===== src/rtl/dvs_pkg.sv =====
package dvs_pkg;

  localparam int COORD_W = 16;
  localparam int GROUP_W = 8;
  localparam int NUM_VIEWS = 2;

  typedef struct packed {
    logic [COORD_W-1:0] skip;
    logic [COORD_W-1:0] last_px;
    logic [COORD_W-1:0] last_ln;
    logic [GROUP_W-1:0] group;
  } win_cfg_t;

  typedef enum logic [2:0] {
    FLD_SKIP_LO  = 3'd0,
    FLD_SKIP_HI  = 3'd1,
    FLD_LASTPX_LO = 3'd2,
    FLD_LASTPX_HI = 3'd3,
    FLD_LASTLN_LO = 3'd4,
    FLD_LASTLN_HI = 3'd5,
    FLD_GROUP    = 3'd6,
    FLD_NONE     = 3'd7
  } cfg_field_e;

endpackage


===== src/rtl/dvs_cfg_bank.sv =====
module dvs_cfg_bank
  import dvs_pkg::*;
(
  input  logic       clk,
  input  logic       rst_n,
  input  logic       wr_en_i,
  input  logic [2:0] field_i,
  input  logic [7:0] wdata_i,
  input  logic       load_i,
  output win_cfg_t   eff_o,
  output win_cfg_t   act_o
);

  win_cfg_t stage_q, stage_d;
  win_cfg_t act_q, act_d;

  always_comb begin
    stage_d = stage_q;
    if (wr_en_i) begin
      case (cfg_field_e'(field_i))
        FLD_SKIP_LO:   stage_d.skip[7:0]     = wdata_i;
        FLD_SKIP_HI:   stage_d.skip[15:8]    = wdata_i;
        FLD_LASTPX_LO: stage_d.last_px[7:0]  = wdata_i;
        FLD_LASTPX_HI: stage_d.last_px[15:8] = wdata_i;
        FLD_LASTLN_LO: stage_d.last_ln[7:0]  = wdata_i;
        FLD_LASTLN_HI: stage_d.last_ln[15:8] = wdata_i;
        FLD_GROUP:     stage_d.group         = wdata_i;
        default:       stage_d = stage_q;
      endcase
    end
  end

  always_comb begin
    act_d = act_q;
    if (load_i) act_d = stage_q;
  end

  always_ff @(posedge clk or negedge rst_n) begin
    if (!rst_n) begin
      stage_q <= '0;
      act_q   <= '0;
    end else begin
      stage_q <= stage_d;
      act_q   <= act_d;
    end
  end

  // The frame-start pixel is judged with the staged values.
  assign eff_o = act_d;
  assign act_o = act_q;

  AST_ACTIVE_HOLD: assert property (@(posedge clk) disable iff (!rst_n)
    !load_i |=> $stable(act_q));

endmodule


===== src/rtl/dvs_pos_track.sv =====
module dvs_pos_track
  import dvs_pkg::*;
(
  input  logic               clk,
  input  logic               rst_n,
  input  logic               valid_i,
  input  logic               sol_i,
  input  logic               sof_i,
  output logic [COORD_W-1:0] col_o,
  output logic [COORD_W-1:0] line_o
);

  logic [COORD_W-1:0] col_q, col_d;
  logic [COORD_W-1:0] line_q, line_d;

  always_comb begin
    if (sof_i || sol_i) col_d = COORD_W'(1);
    else                col_d = col_q + COORD_W'(1);
    if (sof_i)          line_d = COORD_W'(1);
    else if (sol_i)     line_d = line_q + COORD_W'(1);
    else                line_d = line_q;
  end

  always_ff @(posedge clk or negedge rst_n) begin
    if (!rst_n) begin
      col_q  <= '0;
      line_q <= '0;
    end else if (valid_i) begin
      col_q  <= col_d;
      line_q <= line_d;
    end
  end

  assign col_o  = col_d;
  assign line_o = line_d;

  AST_COL_RESTART: assert property (@(posedge clk) disable iff (!rst_n)
    (valid_i && (sol_i || sof_i)) |=> (col_q == COORD_W'(1)));
  AST_LINE_RESTART: assert property (@(posedge clk) disable iff (!rst_n)
    (valid_i && sof_i) |=> (line_q == COORD_W'(1)));
  AST_IDLE_FROZEN: assert property (@(posedge clk) disable iff (!rst_n)
    !valid_i |=> ($stable(col_q) && $stable(line_q)));

endmodule


===== src/rtl/dvs_window.sv =====
module dvs_window
  import dvs_pkg::*;
#(
  parameter int DATA_W = 24
) (
  input  logic               clk,
  input  logic               rst_n,
  input  win_cfg_t           cfg_i,
  input  logic               enable_i,
  input  logic               valid_i,
  input  logic [COORD_W-1:0] col_i,
  input  logic [COORD_W-1:0] line_i,
  input  logic [DATA_W-1:0]  data_i,
  output logic               valid_o,
  output logic               sol_o,
  output logic               eol_o,
  output logic [DATA_W-1:0]  data_o
);

  localparam int WIDE_W = COORD_W + 1;

  logic in_cols, in_lines, accept, first_px, last_px;
  logic valid_q, sol_q, eol_q;
  logic [DATA_W-1:0] data_q;

  always_comb begin
    in_cols  = (col_i > cfg_i.skip) && (col_i <= cfg_i.last_px);
    in_lines = (line_i != '0) && (line_i <= cfg_i.last_ln);
    accept   = valid_i && enable_i && in_cols && in_lines;
    first_px = ({1'b0, col_i} == ({1'b0, cfg_i.skip} + WIDE_W'(1)));
    last_px  = (col_i == cfg_i.last_px);
  end

  always_ff @(posedge clk or negedge rst_n) begin
    if (!rst_n) begin
      valid_q <= 1'b0;
      sol_q   <= 1'b0;
      eol_q   <= 1'b0;
    end else begin
      valid_q <= accept;
      sol_q   <= accept && first_px;
      eol_q   <= accept && last_px;
    end
  end

  always_ff @(posedge clk or negedge rst_n) begin
    if (!rst_n)       data_q <= '0;
    else if (valid_i) data_q <= data_i;
  end

  assign valid_o = valid_q;
  assign sol_o   = sol_q;
  assign eol_o   = eol_q;
  assign data_o  = data_q;

  AST_OUT_NEEDS_IN: assert property (@(posedge clk) disable iff (!rst_n)
    valid_q |-> $past(valid_i));
  AST_MARK_NEEDS_PIXEL: assert property (@(posedge clk) disable iff (!rst_n)
    (sol_q || eol_q) |-> $past(enable_i));

endmodule


===== src/rtl/dual_view_split.sv =====
module dual_view_split
  import dvs_pkg::*;
#(
  parameter int DATA_W = 24
) (
  input  logic              clk,
  input  logic              rst_n,
  input  logic              cfg_wr,
  input  logic [3:0]        cfg_addr,
  input  logic [7:0]        cfg_wdata,
  input  logic              pix_valid,
  input  logic              pix_sol,
  input  logic              pix_sof,
  input  logic [DATA_W-1:0] pix_data,
  output logic              view0_valid,
  output logic              view0_sol,
  output logic              view0_eol,
  output logic [DATA_W-1:0] view0_data,
  output logic              view1_valid,
  output logic              view1_sol,
  output logic              view1_eol,
  output logic [DATA_W-1:0] view1_data,
  output logic              pair_reject
);

  logic               frame_load;
  logic [COORD_W-1:0] cur_col, cur_line;
  win_cfg_t           eff_cfg [NUM_VIEWS];
  win_cfg_t           act_cfg [NUM_VIEWS];
  logic               pair_ok;
  logic [NUM_VIEWS-1:0] v_valid, v_sol, v_eol;
  logic [DATA_W-1:0]  v_data [NUM_VIEWS];

  assign frame_load = pix_valid && pix_sof;

  dvs_pos_track u_pos (
    .clk     (clk),
    .rst_n   (rst_n),
    .valid_i (pix_valid),
    .sol_i   (pix_sol),
    .sof_i   (pix_sof),
    .col_o   (cur_col),
    .line_o  (cur_line)
  );

  assign pair_ok = (eff_cfg[0].group == eff_cfg[1].group);

  for (genvar k = 0; k < NUM_VIEWS; k++) begin : g_view
    logic wr_sel;
    assign wr_sel = cfg_wr && (cfg_addr[3] == 1'(k));

    dvs_cfg_bank u_cfg (
      .clk     (clk),
      .rst_n   (rst_n),
      .wr_en_i (wr_sel),
      .field_i (cfg_addr[2:0]),
      .wdata_i (cfg_wdata),
      .load_i  (frame_load),
      .eff_o   (eff_cfg[k]),
      .act_o   (act_cfg[k])
    );

    dvs_window #(.DATA_W(DATA_W)) u_win (
      .clk      (clk),
      .rst_n    (rst_n),
      .cfg_i    (eff_cfg[k]),
      .enable_i (pair_ok),
      .valid_i  (pix_valid),
      .col_i    (cur_col),
      .line_i   (cur_line),
      .data_i   (pix_data),
      .valid_o  (v_valid[k]),
      .sol_o    (v_sol[k]),
      .eol_o    (v_eol[k]),
      .data_o   (v_data[k])
    );
  end

  assign pair_reject = (act_cfg[0].group != act_cfg[1].group);

  assign view0_valid = v_valid[0];
  assign view0_sol   = v_sol[0];
  assign view0_eol   = v_eol[0];
  assign view0_data  = v_data[0];
  assign view1_valid = v_valid[1];
  assign view1_sol   = v_sol[1];
  assign view1_eol   = v_eol[1];
  assign view1_data  = v_data[1];

  AST_REJECT_SILENT: assert property (@(posedge clk) disable iff (!rst_n)
    pair_reject |-> (v_valid == '0));

endmodule


===== config.mk =====
export PLATFORM = sky130hd
export DESIGN_NAME = dual_view_split
export DESIGN_NICKNAME = d
export VERILOG_FILES = /design/src/rtl/dvs_pkg.sv /design/src/rtl/dvs_cfg_bank.sv /design/src/rtl/dvs_pos_track.sv /design/src/rtl/dvs_window.sv /design/src/rtl/dual_view_split.sv
export SDC_FILE = /design/constraint.sdc
export NUM_CORES = 1
export LEC_CHECK = 0
export ABC_CLOCK_PERIOD_IN_PS = 9300
export BUFFER_PORTS_ARGS = -buffer_cell sky130_fd_sc_hd__buf_2
export CELL_PAD_IN_SITES_DETAIL_PLACEMENT = 0
export CELL_PAD_IN_SITES_GLOBAL_PLACEMENT = 1
export CORE_MARGIN = 2
export CORE_UTILIZATION = 28
export CTS_CLUSTER_SIZE = 12
export DETAILED_ROUTE_END_ITERATION = 6
export PLACE_DENSITY_LB_ADDON = 0.15
export SYNTH_ARGS = -nofsm -noshare
export SYNTH_HDL_FRONTEND = slang
export SYNTH_SLANG_ARGS = --single-unit

===== constraint.sdc =====
create_clock -name clk -period 9.3 [get_ports clk]
set_input_delay 1.86 -clock clk [delete_from_list [all_inputs] [get_ports clk]]
set_output_delay 1.86 -clock clk [all_outputs]
set_load 0.02 [all_outputs]

; ---- Word-level counts from Yosys, hierarchy flattened
; Index checks and enable logic that the tools add are counted.
; Widths: inputs -> output; s select.
[classes]
add_sub_neg = 4
order_cmp = 6
n_eq_ne = 12
mux = 5
bitwise = 1
reduce_logical = 33
[ops]
columns = cell, n
row1 = $mux 56, 2
row2 = $le 16x16->1, 4
row3 = $mux 16, 3
row4 = $add 16x1->17 const B, 2
row5 = $eq 16x17->1, 2
row6 = $add 16x1->16 const B, 2
row7 = $eq 16x16->1, 2
row8 = $gt 16x16->1, 2
row9 = $reduce_and 2->1, 14
row10 = $logic_and 1x1->1, 16
row11 = $reduce_bool 16->1, 1
row12 = $eq 3x3->1 const B, 3
row13 = $eq 8x8->1, 1
row14 = $ne 8x8->1, 1
row15 = $eq 3x2->1 const B, 2
row16 = $eq 3x1->1 const B, 1
row17 = $logic_not 3->1, 1
row18 = $logic_or 1x1->1, 1
row19 = $not 1->1, 1
[totals]
register_bits = 286
input_bits = 42
out_inout_bits = 55
elab_cells = 92

; ---- Depth between registers and ports, before layout
[logic_depth]
depth_word = 7
depth_mapped = 19
depth_no_buf = 15

; ---- Modules after synthesis
; A second synthesis with hierarchy kept.
[unflattened]
hier_cells = 1375
hier_area_um2 = 16280.6
[modules_own_cells]
columns = module, instances, cells_per_inst, area_each_um2, seq_area_each_um2
row1 = dvs_cfg_bank, 2, 244, 4207.8, 2802.7
row2 = dvs_window, 2, 303, 2717.6, 675.6
row3 = dvs_pos_track, 1, 256, 2238.4, 800.8
row4 = dual_view_split, 1, 25, 191.4, 0.0

; ---- Worst setup path after synthesis
; Ideal clock, no wire load.
[synth_timing]
path_type = input port to flip-flop
startpoint = input port pix_valid
endpoint = register g_view[0].u_win.sol_q
setup_ns = 0.096
t_arrival_ns = 5.180
setup_slack_ns = 4.025
path_stages = 16
path_buffers = 5
cell_sequence = nand2_1 -> buf_4 -> buf_6 -> clkbuf_1 -> clkbuf_1 -> buf_1 -> mux2i_1 -> ha_1 -> and4b_1 -> o21ai_0 -> nand2b_1 -> a211oi_1 -> o211ai_1 -> a221oi_1 -> o21ai_1 -> nor4_2
[synth_between]
elab_chain_len = 7
[synth_lines]
columns = item, line_no
row1 = from (decl), dual_view_split.sv:11  ; input logic pix_valid,
row2 = "parallel branches: the longest is 6 deep, another holds $add 16x1->17", -
row3 = $logic_and 1x1->1 (*), dvs_window.sv:41  ; sol_q <= accept && first_px;
row4 = to (signal assigned), dvs_window.sv:41
row5 = to (decl), dvs_window.sv:23  ; logic valid_q, sol_q, eol_q;
; Every way passes the cells marked *.
; A chain may end at the register's enable or synchronous reset.

; ---- Worst setup path in the final report
[layout_timing]
startpoint = input port pix_sof
endpoint = register g_view[0].u_win.sol_q
[layout_between]
elab_chain_len = 7
[layout_lines]
columns = item, line_no
row1 = from (decl), dual_view_split.sv:13  ; input logic pix_sof,
row2 = "parallel branches: the longest is 6 deep, another holds $add 16x1->17", -
row3 = $logic_and 1x1->1 (*), dvs_window.sv:41
; Marked as above.

==> run_results.csv <==
group,metric,value,unit
status,status,"complete, no violations",
logic_synthesis,synth-simple-area-share,0.1283,
setup_path,worstPathMaxFanout,73,
timing,clock_skew,0.02190,ns
routing,ant_nets,0,
global_routing,grt_max_degree,78,
logic_synthesis,synth_top_flop_cell,"dfrtp_1",
floorplan,die-height,238.6,um
global_routing,antenna_found_initial,2,
routing,wl_per_cell,20.07,um
cts,clock_latency,0.56,ns
logic_synthesis,yosysUniqueCellTypes,77,
routing,first_pass_iters,5,
setup_path,worstPathArrival,5.89,ns
logic_synthesis,synth_top_family_by_area,"multiplexers",
routing,dr.first_iter.drc_count,570,
logic_synthesis,synthTopCellsByArea,"dfrtp_1, mux2_2, ha_1",
power_and_ir_drop,power,3.962,mW
logic_synthesis,async_flop_share,1.000,
cts,htree_num_levels,2,
worst_hold_path,hp-class,"register to register",
logic_synthesis,syn_inst,1425,
setup_path,endpoint_kind,"register",
power_and_ir_drop,power.leakage,8.665,nW
setup_path,cp.required,9.76,ns
global_routing,grt_pass1_vias,10790,
cts,cts_max_path_buffers,3,
logic_synthesis,synthAdderAreaFrac,0.07421,
placed_design,io_buffers,96,
finish,syn_to_final_growth,15.06,%
floorplan,chipWidth,238.6,um
logic_synthesis,yosysTopAreaCellShare,0.4644,
timing,finalCriticalPeriod,5.434,ns
routing,remaining_drc_errors,0,
logic_synthesis,synth-compound-area-share,0.06236,
logic_synthesis,synth-xor-area-share,0.04320,
cts,cts.sinks,286,
timing,fmax,184.0,MHz
logic_synthesis,synth.cell_area,15410,um^2
logic_synthesis,synth.avg_cell_area,10.81,um^2
power_and_ir_drop,peakVddDrop,0.0001037,V
routing,via_per_inst,4.778,
setup_path,worstSetupStartpointType,"primary input",
timing,finalSetupViolCount,0,
floorplan,rows,85,
floorplan,start_util,0.2847,
worst_hold_path,min_path_cells,2,
finish,antenna_cells,0,
finish,n_fill_cell,5495,
finish,most-common-layout-cells,"dfrtp_1, mux2_2, nand2_1",
placed_design,dp_hpwl,30550,um
logic_synthesis,ys_seq_elements,286,
finish,register_area,7157,um^2
power_and_ir_drop,powerDensity,223.4,nW/um^2
timing,hold_viol_final,0,
cts,cts_buffers,37,
timing,finalMaxSlewViolations,0,
floorplan,io_pins,97,
placed_design,gp_congestion,0.8184,
setup_path,rr_worst_depth,12,
logic_synthesis,ys_warn_count,0,
routing,wirelength,44670,um
timing,fin_tns_setup,0,ns
finish,drive_above_1_share,0.2359,
logic_synthesis,yosysTopAreaCell,"dfrtp_1",
floorplan,die-area,56930,um^2
routing,via_count,10640,
timing,period_share,0.5843,
logic_synthesis,synth_fp_nets,1555,
cts,clockRootBuffer,"clkbuf_16",
logic_synthesis,synth-edff-count,0,
timing,rsz0062_at_grt,"no",
global_routing,grt_usage,0.1613,
finish,multiInputGateArea,7468,um^2
flow_run,maxCapViolCount,0,
cts,tritoncts,"yes",
cts,cts_resized,0,
global_routing,grt_pass1_wl,68880,um
logic_synthesis,ys_seq_area_frac,0.4644,
finish,nets,1633,
cts,postCtsHoldBufs,0,
cts,clk_pin_slew_worst_paths,0.06,ns
timing,worst_pin_slew,1.048,ns
global_routing,globalRouteOverflowTotal,0,
floorplan,core,54130,um^2
cts,postCtsSetupBuffers,0,
finish,layout_commonest_cell,"dfrtp_1",
timing,slew_headroom,0.2987,
setup_path,path_class,"primary input to register",
logic_synthesis,synthMuxAreaShare,0.1754,
[metal layers]
layer,up-vias,GRT usage,share of wire
li1,5117,-,-
met1,5319,0.2225,0.49
met2,156,0.2635,0.46
met3,44,0.02829,0.033
met4,0,0.03636,0.017
met5,-,0,0
[sequential cells by signal, summed over array words and instances, names as in the netlist]
name / cells
g_view.u_cfg.act_o: 112
g_view.u_cfg.stage_q: 112
g_view.u_win.data_o: 24
u_pos.col_q: 16
u_pos.line_q: 16
g_view.u_win.eol_o: 2
g_view.u_win.sol_o: 2
g_view.u_win.valid_o: 2
[logic make-up after synthesis]
kind of cell | after synthesis
AO/OA/AOI/OAI | 143
AND/OR/NAND/NOR | 404
adder cells (fa/ha/maj) | 92
XOR/XNOR | 76
flip-flops | 286
buffers and inverters | 176
multiplexers | 248
[worst paths after layout]
check / from / to / slack [ns]
setup reg to reg: u_pos.col_q[0]$_DFFE_PN0P_ / g_view[0].u_win.sol_o$_DFF_PN0_ / 5.02
max in group asynchronous: rst_n / g_view[0].u_cfg.act_o[40]$_DFF_PN0_ / 6.33
min in group asynchronous: rst_n / g_view[0].u_cfg.stage_q[52]$_DFFE_PN0P_ / 1.27
hold reg to reg: g_view[1].u_cfg.act_o[9]$_DFF_PN0_ / g_view[1].u_cfg.act_o[9]$_DFF_PN0_ / 0.47
hold / removal: g_view[1].u_cfg.act_o[9]$_DFF_PN0_ / g_view[1].u_cfg.act_o[9]$_DFF_PN0_ / 0.47
setup / recovery: pix_sof / g_view[0].u_win.sol_o$_DFF_PN0_ / 3.87
[cell type report]
type,instances,share of cell area
inverters,102,0.02159
clock inverters,9,0.005998
flip-flops and latches,286,0.4036
multi-input cells,963,0.4212
well taps,696,0.04911
clock buffers,57,0.06273
repair buffers,113,0.03571
[report_power, final]
group	internal (mW)	leakage, nW	switching (mW)
clock	0.857	0.596	0.571
combinational	0.380	4.50	0.507
sequential	1.51	3.57	0.137
[cell usage after synthesis, types with 7 or more instances]
library cell,n
nor2_1,72
a21oi_1,28
nand2b_1,7
o21a_1,8
nand2_1,161
xor2_1,27
mux2_2,165
o21ai_0,31
xnor2_1,49
buf_4,30
nor4_1,13
ha_1,88
nor2b_1,7
nand3_1,38
mux2i_1,80
clkbuf_1,30
inv_1,102
dfrtp_1,286
or3_1,14
nand4_1,28
a31oi_1,8
nor3_1,15
and2_1,7
a21o_1,14
[metrics by stage]
step                      instances  setup slack, ns    util  instance area [um^2]  hold slack [ns]
final                          2226            3.866  0.3275                 17730           0.4723
after global routing           2226            3.686  0.3275                 17730           0.5077
after CTS                      2226            3.814  0.3275                 17730           0.4737
after global placement         2160            3.238  0.3050                 16510           0.4550
after floorplan                1425            4.025       -                 15410           0.4407
after detailed placement       2160            3.209  0.3050                 16510           0.4591
[critical path, stage by stage]
cell,delay (ns)
buf_2,0.10
buf_4,0.27
nand2_4,0.65
buf_12,0.46
mux2i_1,0.49
ha_1,0.32
and2_1,0.16
nand3_1,0.08
nor3_1,0.05
nand3_1,0.18
nor4bb_1,0.56
o21ai_1,0.30
nor4_2,0.30
No activity file was read; power rests on OpenSTA's default activity.
